File: config.mk
export PLATFORM = sky130hd
export DESIGN_NAME = supply_supervisor
export DESIGN_NICKNAME = d
export VERILOG_FILES = /design/src/rtl/supervisor_pkg.sv /design/src/rtl/sv_sync.sv /design/src/rtl/sv_reset_hold.sv /design/src/rtl/sv_power_good.sv /design/src/rtl/supply_supervisor.sv
export SDC_FILE = /design/constraint.sdc
export NUM_CORES = 1
export LEC_CHECK = 0
export BUFFER_PORTS_ARGS = -buffer_cell sky130_fd_sc_hd__buf_4
export CAP_MARGIN = 15
export CORE_UTILIZATION = 45
export CTS_CLUSTER_DIAMETER = 100
export DETAILED_ROUTE_END_ITERATION = 6
export GPL_ROUTABILITY_DRIVEN = 0
export PLACE_DENSITY_LB_ADDON = 0.1
export SLEW_MARGIN = 20
export SYNTH_ARGS = -nofsm -noshare
export SYNTH_HDL_FRONTEND = slang
export SYNTH_HIERARCHICAL = 1
export SYNTH_SLANG_ARGS = --single-unit
File: constraint.sdc
create_clock -name clk -period 1.5 [get_ports clk]
set_input_delay 0.3 -clock clk [delete_from_list [all_inputs] [get_ports clk]]
set_output_delay 0.3 -clock clk [all_outputs]
set_load 0.05 [all_outputs]
File: src/rtl/supervisor_pkg.sv
// Shared indices and reset values for the supervisor's synchronised input vector.
package supervisor_pkg;
    localparam int SIG_SUPPLY_LOW = 0;
    localparam int SIG_BUCK_EN    = 1;
    localparam int SIG_BUCK_OK    = 2;
    localparam int SIG_LDO_EN     = 3;
    localparam int SIG_LDO_A_OK   = 4;
    localparam int SIG_LDO_B_OK   = 5;
    localparam int SIG_COUNT      = 6;
    // Safe value at reset: supply reported low, every rail off / out of window.
    localparam logic [SIG_COUNT-1:0] SIG_SAFE = 6'b00_0001;
endpackage

File: src/rtl/sv_sync.sv
// Multi-bit, multi-stage synchroniser for independent asynchronous flags.
// Assumes each bit is an unrelated level signal (no bus coherency needed).
// The stage count is a parameter; at least two stages are expected.
module sv_sync #(
    parameter int WIDTH  = 6,
    parameter int STAGES = 2,
    parameter logic [WIDTH-1:0] RESET_VAL = '0
) (
    input  logic             clk,
    input  logic             rst_n,
    input  logic [WIDTH-1:0] din,
    output logic [WIDTH-1:0] dout
);
    logic [WIDTH-1:0] stage [STAGES];

    // First stage captures the raw asynchronous inputs.
    always_ff @(posedge clk) begin
        if (!rst_n) stage[0] <= RESET_VAL;
        else        stage[0] <= din;
    end

    genvar g;
    generate
        for (g = 1; g < STAGES; g++) begin : g_stage
            // Each further stage re-samples the one before it.
            always_ff @(posedge clk) begin
                if (!rst_n) stage[g] <= RESET_VAL;
                else        stage[g] <= stage[g-1];
            end
        end
    endgenerate

    assign dout = stage[STAGES-1];
endmodule

File: src/rtl/sv_reset_hold.sv
// Reset pulse stretcher: holds reset active while the supply is low and for
// HOLD_CYCLES clocks after it recovers. Any new dip reloads the counter.
// Assumes supply_low is already synchronised to clk.
module sv_reset_hold #(
    parameter int HOLD_CYCLES = 25000
) (
    input  logic clk,
    input  logic rst_n,
    input  logic supply_low,
    output logic rst_act
);
    localparam int CNT_W = $clog2(HOLD_CYCLES + 1);
    localparam logic [CNT_W-1:0] CNT_LOAD = CNT_W'(HOLD_CYCLES);

    logic [CNT_W-1:0] cnt;

    // Reload on reset or dip, else count down; reset clears once the count is spent.
    always_ff @(posedge clk) begin
        if (!rst_n) begin
            cnt     <= CNT_LOAD;
            rst_act <= 1'b1;
        end else if (supply_low) begin
            cnt     <= CNT_LOAD;
            rst_act <= 1'b1;
        end else if (cnt != '0) begin
            cnt     <= cnt - CNT_W'(1);
            rst_act <= 1'b1;
        end else begin
            rst_act <= 1'b0;
        end
    end

    AST_RST_WHILE_LOW: assert property (@(posedge clk) disable iff (!rst_n)
        supply_low |=> rst_act);
    AST_HOLD_RUNNING: assert property (@(posedge clk) disable iff (!rst_n)
        (!supply_low && cnt != '0) |=> rst_act);
    AST_HOLD_RELOAD: assert property (@(posedge clk) disable iff (!rst_n)
        supply_low |=> (cnt == CNT_LOAD));
endmodule

File: src/rtl/sv_power_good.sv
// Registered power-good flags for the switching rail and the linear pair.
// A flag is high only when its rail is enabled and every monitored output
// is inside its window. Assumes all inputs are synchronised to clk.
module sv_power_good (
    input  logic clk,
    input  logic rst_n,
    input  logic buck_en,
    input  logic buck_ok,
    input  logic ldo_en,
    input  logic ldo_a_ok,
    input  logic ldo_b_ok,
    output logic buck_pg,
    output logic ldo_pg
);
    // Combine enable and window flags per rail; reset forces the fault state.
    always_ff @(posedge clk) begin
        if (!rst_n) begin
            buck_pg <= 1'b0;
            ldo_pg  <= 1'b0;
        end else begin
            buck_pg <= buck_en & buck_ok;
            ldo_pg  <= ldo_en & ldo_a_ok & ldo_b_ok;
        end
    end

    AST_LDO_WINDOW: assert property (@(posedge clk) disable iff (!rst_n)
        (!ldo_a_ok || !ldo_b_ok) |=> !ldo_pg);
    AST_LDO_DISABLED: assert property (@(posedge clk) disable iff (!rst_n)
        !ldo_en |=> !ldo_pg);
    AST_BUCK_GATED: assert property (@(posedge clk) disable iff (!rst_n)
        (!buck_en || !buck_ok) |=> !buck_pg);
endmodule

File: src/rtl/supply_supervisor.sv
// Top of the supply supervisor. Synchronises the comparator and enable
// flags, stretches the reset pulse, and drives the power-good flags with
// their complementary copies. Assumes clk runs whenever the supply is
// above the lockout level. HOLD_CYCLES is the minimum reset width in clk cycles.
module supply_supervisor
    import supervisor_pkg::*;
#(
    parameter int HOLD_CYCLES = 25000,
    parameter int SYNC_STAGES = 2
) (
    input  logic clk,
    input  logic rst_n,
    input  logic supply_low_i,
    input  logic buck_en_i,
    input  logic buck_ok_i,
    input  logic ldo_en_i,
    input  logic ldo_a_ok_i,
    input  logic ldo_b_ok_i,
    output logic rst_hi_o,
    output logic rst_lo_n_o,
    output logic buck_pg_o,
    output logic buck_pg_n_o,
    output logic ldo_pg_o
);
    logic [SIG_COUNT-1:0] raw_vec;
    logic [SIG_COUNT-1:0] sync_vec;
    logic                 rst_act;
    logic                 buck_pg;
    logic                 ldo_pg;

    // Pack the asynchronous inputs into the synchroniser vector.
    always_comb begin
        raw_vec                 = '0;
        raw_vec[SIG_SUPPLY_LOW] = supply_low_i;
        raw_vec[SIG_BUCK_EN]    = buck_en_i;
        raw_vec[SIG_BUCK_OK]    = buck_ok_i;
        raw_vec[SIG_LDO_EN]     = ldo_en_i;
        raw_vec[SIG_LDO_A_OK]   = ldo_a_ok_i;
        raw_vec[SIG_LDO_B_OK]   = ldo_b_ok_i;
    end

    sv_sync #(
        .WIDTH    (SIG_COUNT),
        .STAGES   (SYNC_STAGES),
        .RESET_VAL(SIG_SAFE)
    ) u_sync (
        .clk  (clk),
        .rst_n(rst_n),
        .din  (raw_vec),
        .dout (sync_vec)
    );

    sv_reset_hold #(
        .HOLD_CYCLES(HOLD_CYCLES)
    ) u_hold (
        .clk       (clk),
        .rst_n     (rst_n),
        .supply_low(sync_vec[SIG_SUPPLY_LOW]),
        .rst_act   (rst_act)
    );

    sv_power_good u_pg (
        .clk     (clk),
        .rst_n   (rst_n),
        .buck_en (sync_vec[SIG_BUCK_EN]),
        .buck_ok (sync_vec[SIG_BUCK_OK]),
        .ldo_en  (sync_vec[SIG_LDO_EN]),
        .ldo_a_ok(sync_vec[SIG_LDO_A_OK]),
        .ldo_b_ok(sync_vec[SIG_LDO_B_OK]),
        .buck_pg (buck_pg),
        .ldo_pg  (ldo_pg)
    );

    // Drive each output pair from one register so the copies never disagree.
    assign rst_hi_o    = rst_act;
    assign rst_lo_n_o  = ~rst_act;
    assign buck_pg_o   = buck_pg;
    assign buck_pg_n_o = ~buck_pg;
    assign ldo_pg_o    = ldo_pg;

    AST_RESET_STATE: assert property (@(posedge clk)
        !rst_n |=> (rst_hi_o && !buck_pg_o && !ldo_pg_o));
endmodule

### Word-level counts from Yosys, hierarchy flattened

Memory sizes are Yosys's and may differ from the RTL's.
Cells that the tools add are included.

* memories kept: 1
* bits of input ports: 8
* RAM bits: 12
* output and inout port bits: 5
* register bits after elaboration: 18
* word-level logic and storage cells: 21

* add/subtract/negate cells: 1
* bitwise gates (word level): 8
* multiplexer cells: 5
* reductions and logical operators: 2

Memory list
* u_sync.stage: depth 2, width 6, rd ports 2, clocked after memory_dff 0, write ports 2, RTL line sv_sync.sv:14 `logic [WIDTH-1:0] stage [STAGES];`

Operators by type and width (number)
* nonzero test 15 bit: 1
* subtractor 15 x 1 -> 15 bit (second input constant): 1
* two-way mux 6 bit: 2
* AND 1 bit: 3
* two-way mux 1 bit: 3
* inverter 1 bit: 3
* OR 1 bit: 2
* OR reduction 2 bit: 1

### Logic depth before layout (Yosys ltp)

* depth after elaboration: 2
* depth in mapped cells: 6
* depth with buffers taken out: 6

### Modules after synthesis

Netlist, hierarchy kept.

By module, submodules not included
* sv_reset_hold: seq. area each 320.3 um^2, area an instance 765.7 um^2, cells an instance 89, times used 1
* sv_sync: seq. area each 240.2 um^2, area an instance 334.1 um^2, cells an instance 25, times used 1
* sv_power_good: seq. area each 40.0 um^2, area an instance 55.1 um^2, cells an instance 4, times used 1
* supply_supervisor: seq. area each 0.0 um^2, area an instance 7.5 um^2, cells an instance 2, times used 1

### Worst setup path after synthesis

Ideal clock, no wire load.

* path type: reg-to-reg
* start: reg u_hold.cnt[0]
* end: reg u_hold.cnt[12]
* cell stages (with the launch flop): 7
* period minus slack after synthesis: 1.610 ns
* library setup time: 0.070 ns
* arrival time: 1.540 ns
* required time: 1.430 ns
* path buffers: 0
* path slack: -0.110 ns
* cells stage by stage: dfxtp_1 inv_1 ha_1 nor3b_2 nand2_1 or4_1 a21oi_1

* word-level cells in the longest chain between the ends: 1
* elaborated cells between the ends (all ways): 2
* those cells by class: add/sub: 1; reduce/logical: 1

Ends and longest elaborated chain
* from (decl): RTL line sv_reset_hold.sv:15 `logic [CNT_W-1:0] cnt;`
* from (signal assigned): RTL line sv_reset_hold.sv:26 `cnt <= cnt - CNT_W'(1);`
* subtractor 15 x 1 -> 15 bit or nonzero test 15 bit (tied branches): RTL line sv_reset_hold.sv:26, sv_reset_hold.sv:25

Parallel ways exist; a longest one is shown, timed or not.
A chain may end at the register's enable or synchronous reset.

### Worst setup path after layout

* start: reg u_hold.cnt[9]
* end: reg u_hold.cnt[12]

The elaborated chain is that of the path after synthesis.

==> flow_summary_export.csv <==
group,metric,value,unit
outcome,status,"complete, but fails checks",
outcome,failed_checks,"negative setup slack",
sta,min_period_over_period,106,%
worst_setup_path,r2r_cells,3,
place,dpl.hpwl,1530,um
global_route,grt_pass1_wl,3510,um
worst_setup_path,crit_fanout,4,
global_route,grt_overflow,0,
cells_and_area,drive_above_1_share,47.9,%
synthesis,synthTopCellsByCount,"dfxtp_1, nand2_1, nor2_1",
synthesis,postSynthAreaPerCell,9.69,um2
routing,first_iter_violations,11,
floorplanning,die_x,52.8,um
synthesis,netlist_top_cells_area,"dfxtp_1, and2_2, and2_1",
global_route,grt_pass1_vias,849,
synthesis,ys_ff_latch,30,
global_route,antenna_found_initial,0,
place,port_buffers,12,
sta,hold_slack,0.140,ns
clock_tree,cts.sinks,30,
clock_tree,cts.path.max_buffers,2,
routing,routedWlPerCell,12.3,um
power_and_ir_drop,ir_drop,0.997,mV
synthesis,synthesis.area,1160,um2
floorplanning,start_util,47.3,%
sta,setup_viol,4,
clock_tree,cts_root_buffer,"clkbuf_4",
sta,hold_viol_final,0,
worst_setup_path,cp.arrival,1.86,ns
worst_setup_path,r2r_slack,-0.09,ns
floorplanning,num_rows,18,
worst_hold_path,hold_path_class,"input port to register",
cells_and_area,design_area,1680,um2
worst_setup_path,reg2reg_from,"u_hold/cnt[9]$_SDFFE_PP0P_",
synthesis,postSynthCellCount,120,
cells_and_area,seqCellArea,611,um2
synthesis,synth.most_common_cell,"dfxtp_1",
sta,setup_ws,-0.0891,ns
synthesis,synth_area_leader_cell,"dfxtp_1",
flow_run,cap_violations,0,
worst_hold_path,worstHoldEndpoint,"u_sync/stage[0][0]$_SDFF_PN1_",
routing,drt_pass1_iterations,4,
worst_hold_path,hold_depth,2,
sta,worst_slew_pin_slew,0.466,ns
cells_and_area,antenna_cells,0,
power_and_ir_drop,power_density,1030,nW/um2
worst_setup_path,crit_path_end_kind,"register",
synthesis,synth_ff_type,"dfxtp_1",
cells_and_area,final_cells,195,
place,placed_cell_area,1470,um2
synthesis,async_reset_ff_share,0,%
clock_tree,clk_transition_reported_paths,0.10,ns
worst_setup_path,crit_required,1.77,ns
sta,slew_viol_final,0,
synthesis,ys_types,41,
cells_and_area,multi_input_comb_area,602,um2
cells_and_area,nets,173,
cells_and_area,n_fill_cell,192,
sta,skew,0.0104,ns
routing,antenna_left,0,
worst_setup_path,crit_type,"register to register",
cells_and_area,syn2layout_area_growth,44.9,%
sta,grt_setup_unrepaired,"yes",
floorplanning,dieArea,2790,um2
floorplanning,core,2450,um2
routing,drc_errors,0,
floorplanning,boundaryPins,13,
clock_tree,cts_tree,"built",
worst_setup_path,startpoint_type,"register",
global_route,grt_use_total,18.3,%
synthesis,synth_nets,129,
clock_tree,holdBufCountCts,0,
routing,via_count,1008,
synthesis,synth-edff-count,0,
synthesis,yosys.area.top_type_share,51.7,%
synthesis,seq_area_frac_synth,51.7,%
synthesis,yosysWarnings,6,
worst_setup_path,worstReg2RegEnd,"u_hold/cnt[12]$_SDFFE_PP0P_",
routing,routed_wirelength,2390,um
global_route,grt_max_degree,17,
routing,viasPerCell,5.17,
clock_tree,numCtsBuffers,5,
sta,slew_headroom,68.9,%
worst_hold_path,min-delay-start,"supply_low_i",
sta,fmax,0.629,GHz
power_and_ir_drop,p_leak,0.000715,uW
floorplanning,die_h,52.8,um
place,dp.cells,182,
clock_tree,htreeDepth,2,
clock_tree,clk_latency,0.33,ns
sta,timing.final.crit_period,1.59,ns
worst max-delay path, stage by stage (launching register included):
cell and delay [ns]:
dfxtp_2 0.36, or4_4 0.52, or4_4 0.53, a21oi_2 0.12
per-stage QoR:
step / setup WS (ns) / TNS (ns) / utilization, % / power [uW]
global placement: -0.0912 / -0.185 / 59.8 / 897
finish: -0.0891 / -0.164 / 68.6 / 1740
global route: -0.127 / -0.651 / 68.6 / 1810
CTS: -0.0694 / -0.240 / 66.1 / 1760
floorplan: -0.0286 / -0.0286 / - / 874
detailed placement: -0.121 / -0.244 / 59.8 / 899
final cells by class:
class | instances | share of cell area [%]
sequential | 30 | 36.3
multi-input combinational | 82 | 35.7
timing repair buffer | 40 | 18.1
clock inverter | 2 | 3.57
clock buffer | 6 | 3.05
tap | 30 | 2.23
inverter | 5 | 1.11
repair_timing:
item	in CTS	in global routing
buffers inserted	4	1
endpoints found under the setup margin	7	12
gates resized for setup	3	13
pin swaps	3	4
metal layers:
metal	track usage [%]	vias up	part of all wire, %
li1	-	519	-
met2	28.7	16	50
met4	9.21	0	1.5
met5	0	-	0
met3	8.70	5	3.0
met1	20.6	468	45
registers in the layout, indices dropped and copies added (netlist names):
register	flops
u_hold/cnt	15
u_pg/buck_pg	1
u_sync/stage	12
u_hold/rst_act	1
u_pg/ldo_pg	1
logic make-up (layout without fill, tap and decap cells):
| family | Yosys count | count (layout) | synth area share, % |
|---|---|---|---|
| xor gates and xnor gates | 1 | 1 | 0.754 |
| buffers and inverters | 8 | 53 | 3.23 |
| AOI/OAI and AO/OA | 22 | 22 | 12.9 |
| muxes | 1 | 1 | 0.861 |
| DFF | 30 | 30 | 51.7 |
| adders and majority gates | 1 | 1 | 1.08 |
| and+or+nand+nor | 57 | 57 | 29.5 |
cell usage in the layout, fill, tap and decap left out, types with 2 or more instances in the layout:
cell / instances
buf_4: 39
dfxtp_1: 22
dfxtp_2: 8
nand2_1: 7
nor2_1: 7
and2_2: 6
inv_1: 5
clkbuf_4: 5
nand2b_1: 5
and2_1: 5
or4_4: 4
nor3_1: 3
nand3_1: 3
a21oi_1: 3
bufinv_16: 2
nor4_2: 2
o31ai_1: 2
o21ai_0: 2
a21oi_2: 2
a41o_1: 2
and3_1: 2
o21ai_1: 2
how the worst max path moves through the flow:
stage	start	end	slack [ns]	cells past startpoint
2_1_floorplan	u_hold/cnt[11]$_SDFFE_PP0P_	u_hold/cnt[12]$_SDFFE_PP0P_	-0.03	3
3_3_place_gp	u_hold/cnt[1]$_SDFFE_PP0P_	u_hold/cnt[10]$_SDFFE_PP0P_	-0.09	7
3_5_place_dp	u_hold/cnt[1]$_SDFFE_PP0P_	u_hold/cnt[12]$_SDFFE_PP0P_	-0.12	6
4_1_cts	u_hold/cnt[11]$_SDFFE_PP0P_	u_hold/cnt[12]$_SDFFE_PP0P_	-0.07	3
5_1_grt	u_hold/cnt[0]$_SDFFE_PP0P_	u_hold/cnt[12]$_SDFFE_PP0P_	-0.13	6
6_report	u_hold/cnt[9]$_SDFFE_PP0P_	u_hold/cnt[12]$_SDFFE_PP0P_	-0.09	3
where the power goes:
part	switching (uW)	internal, uW
combinational	26.7	39.5
clock	290	565
sequential	6.30	814
Note: power is estimated with default switching activity, not from simulation.
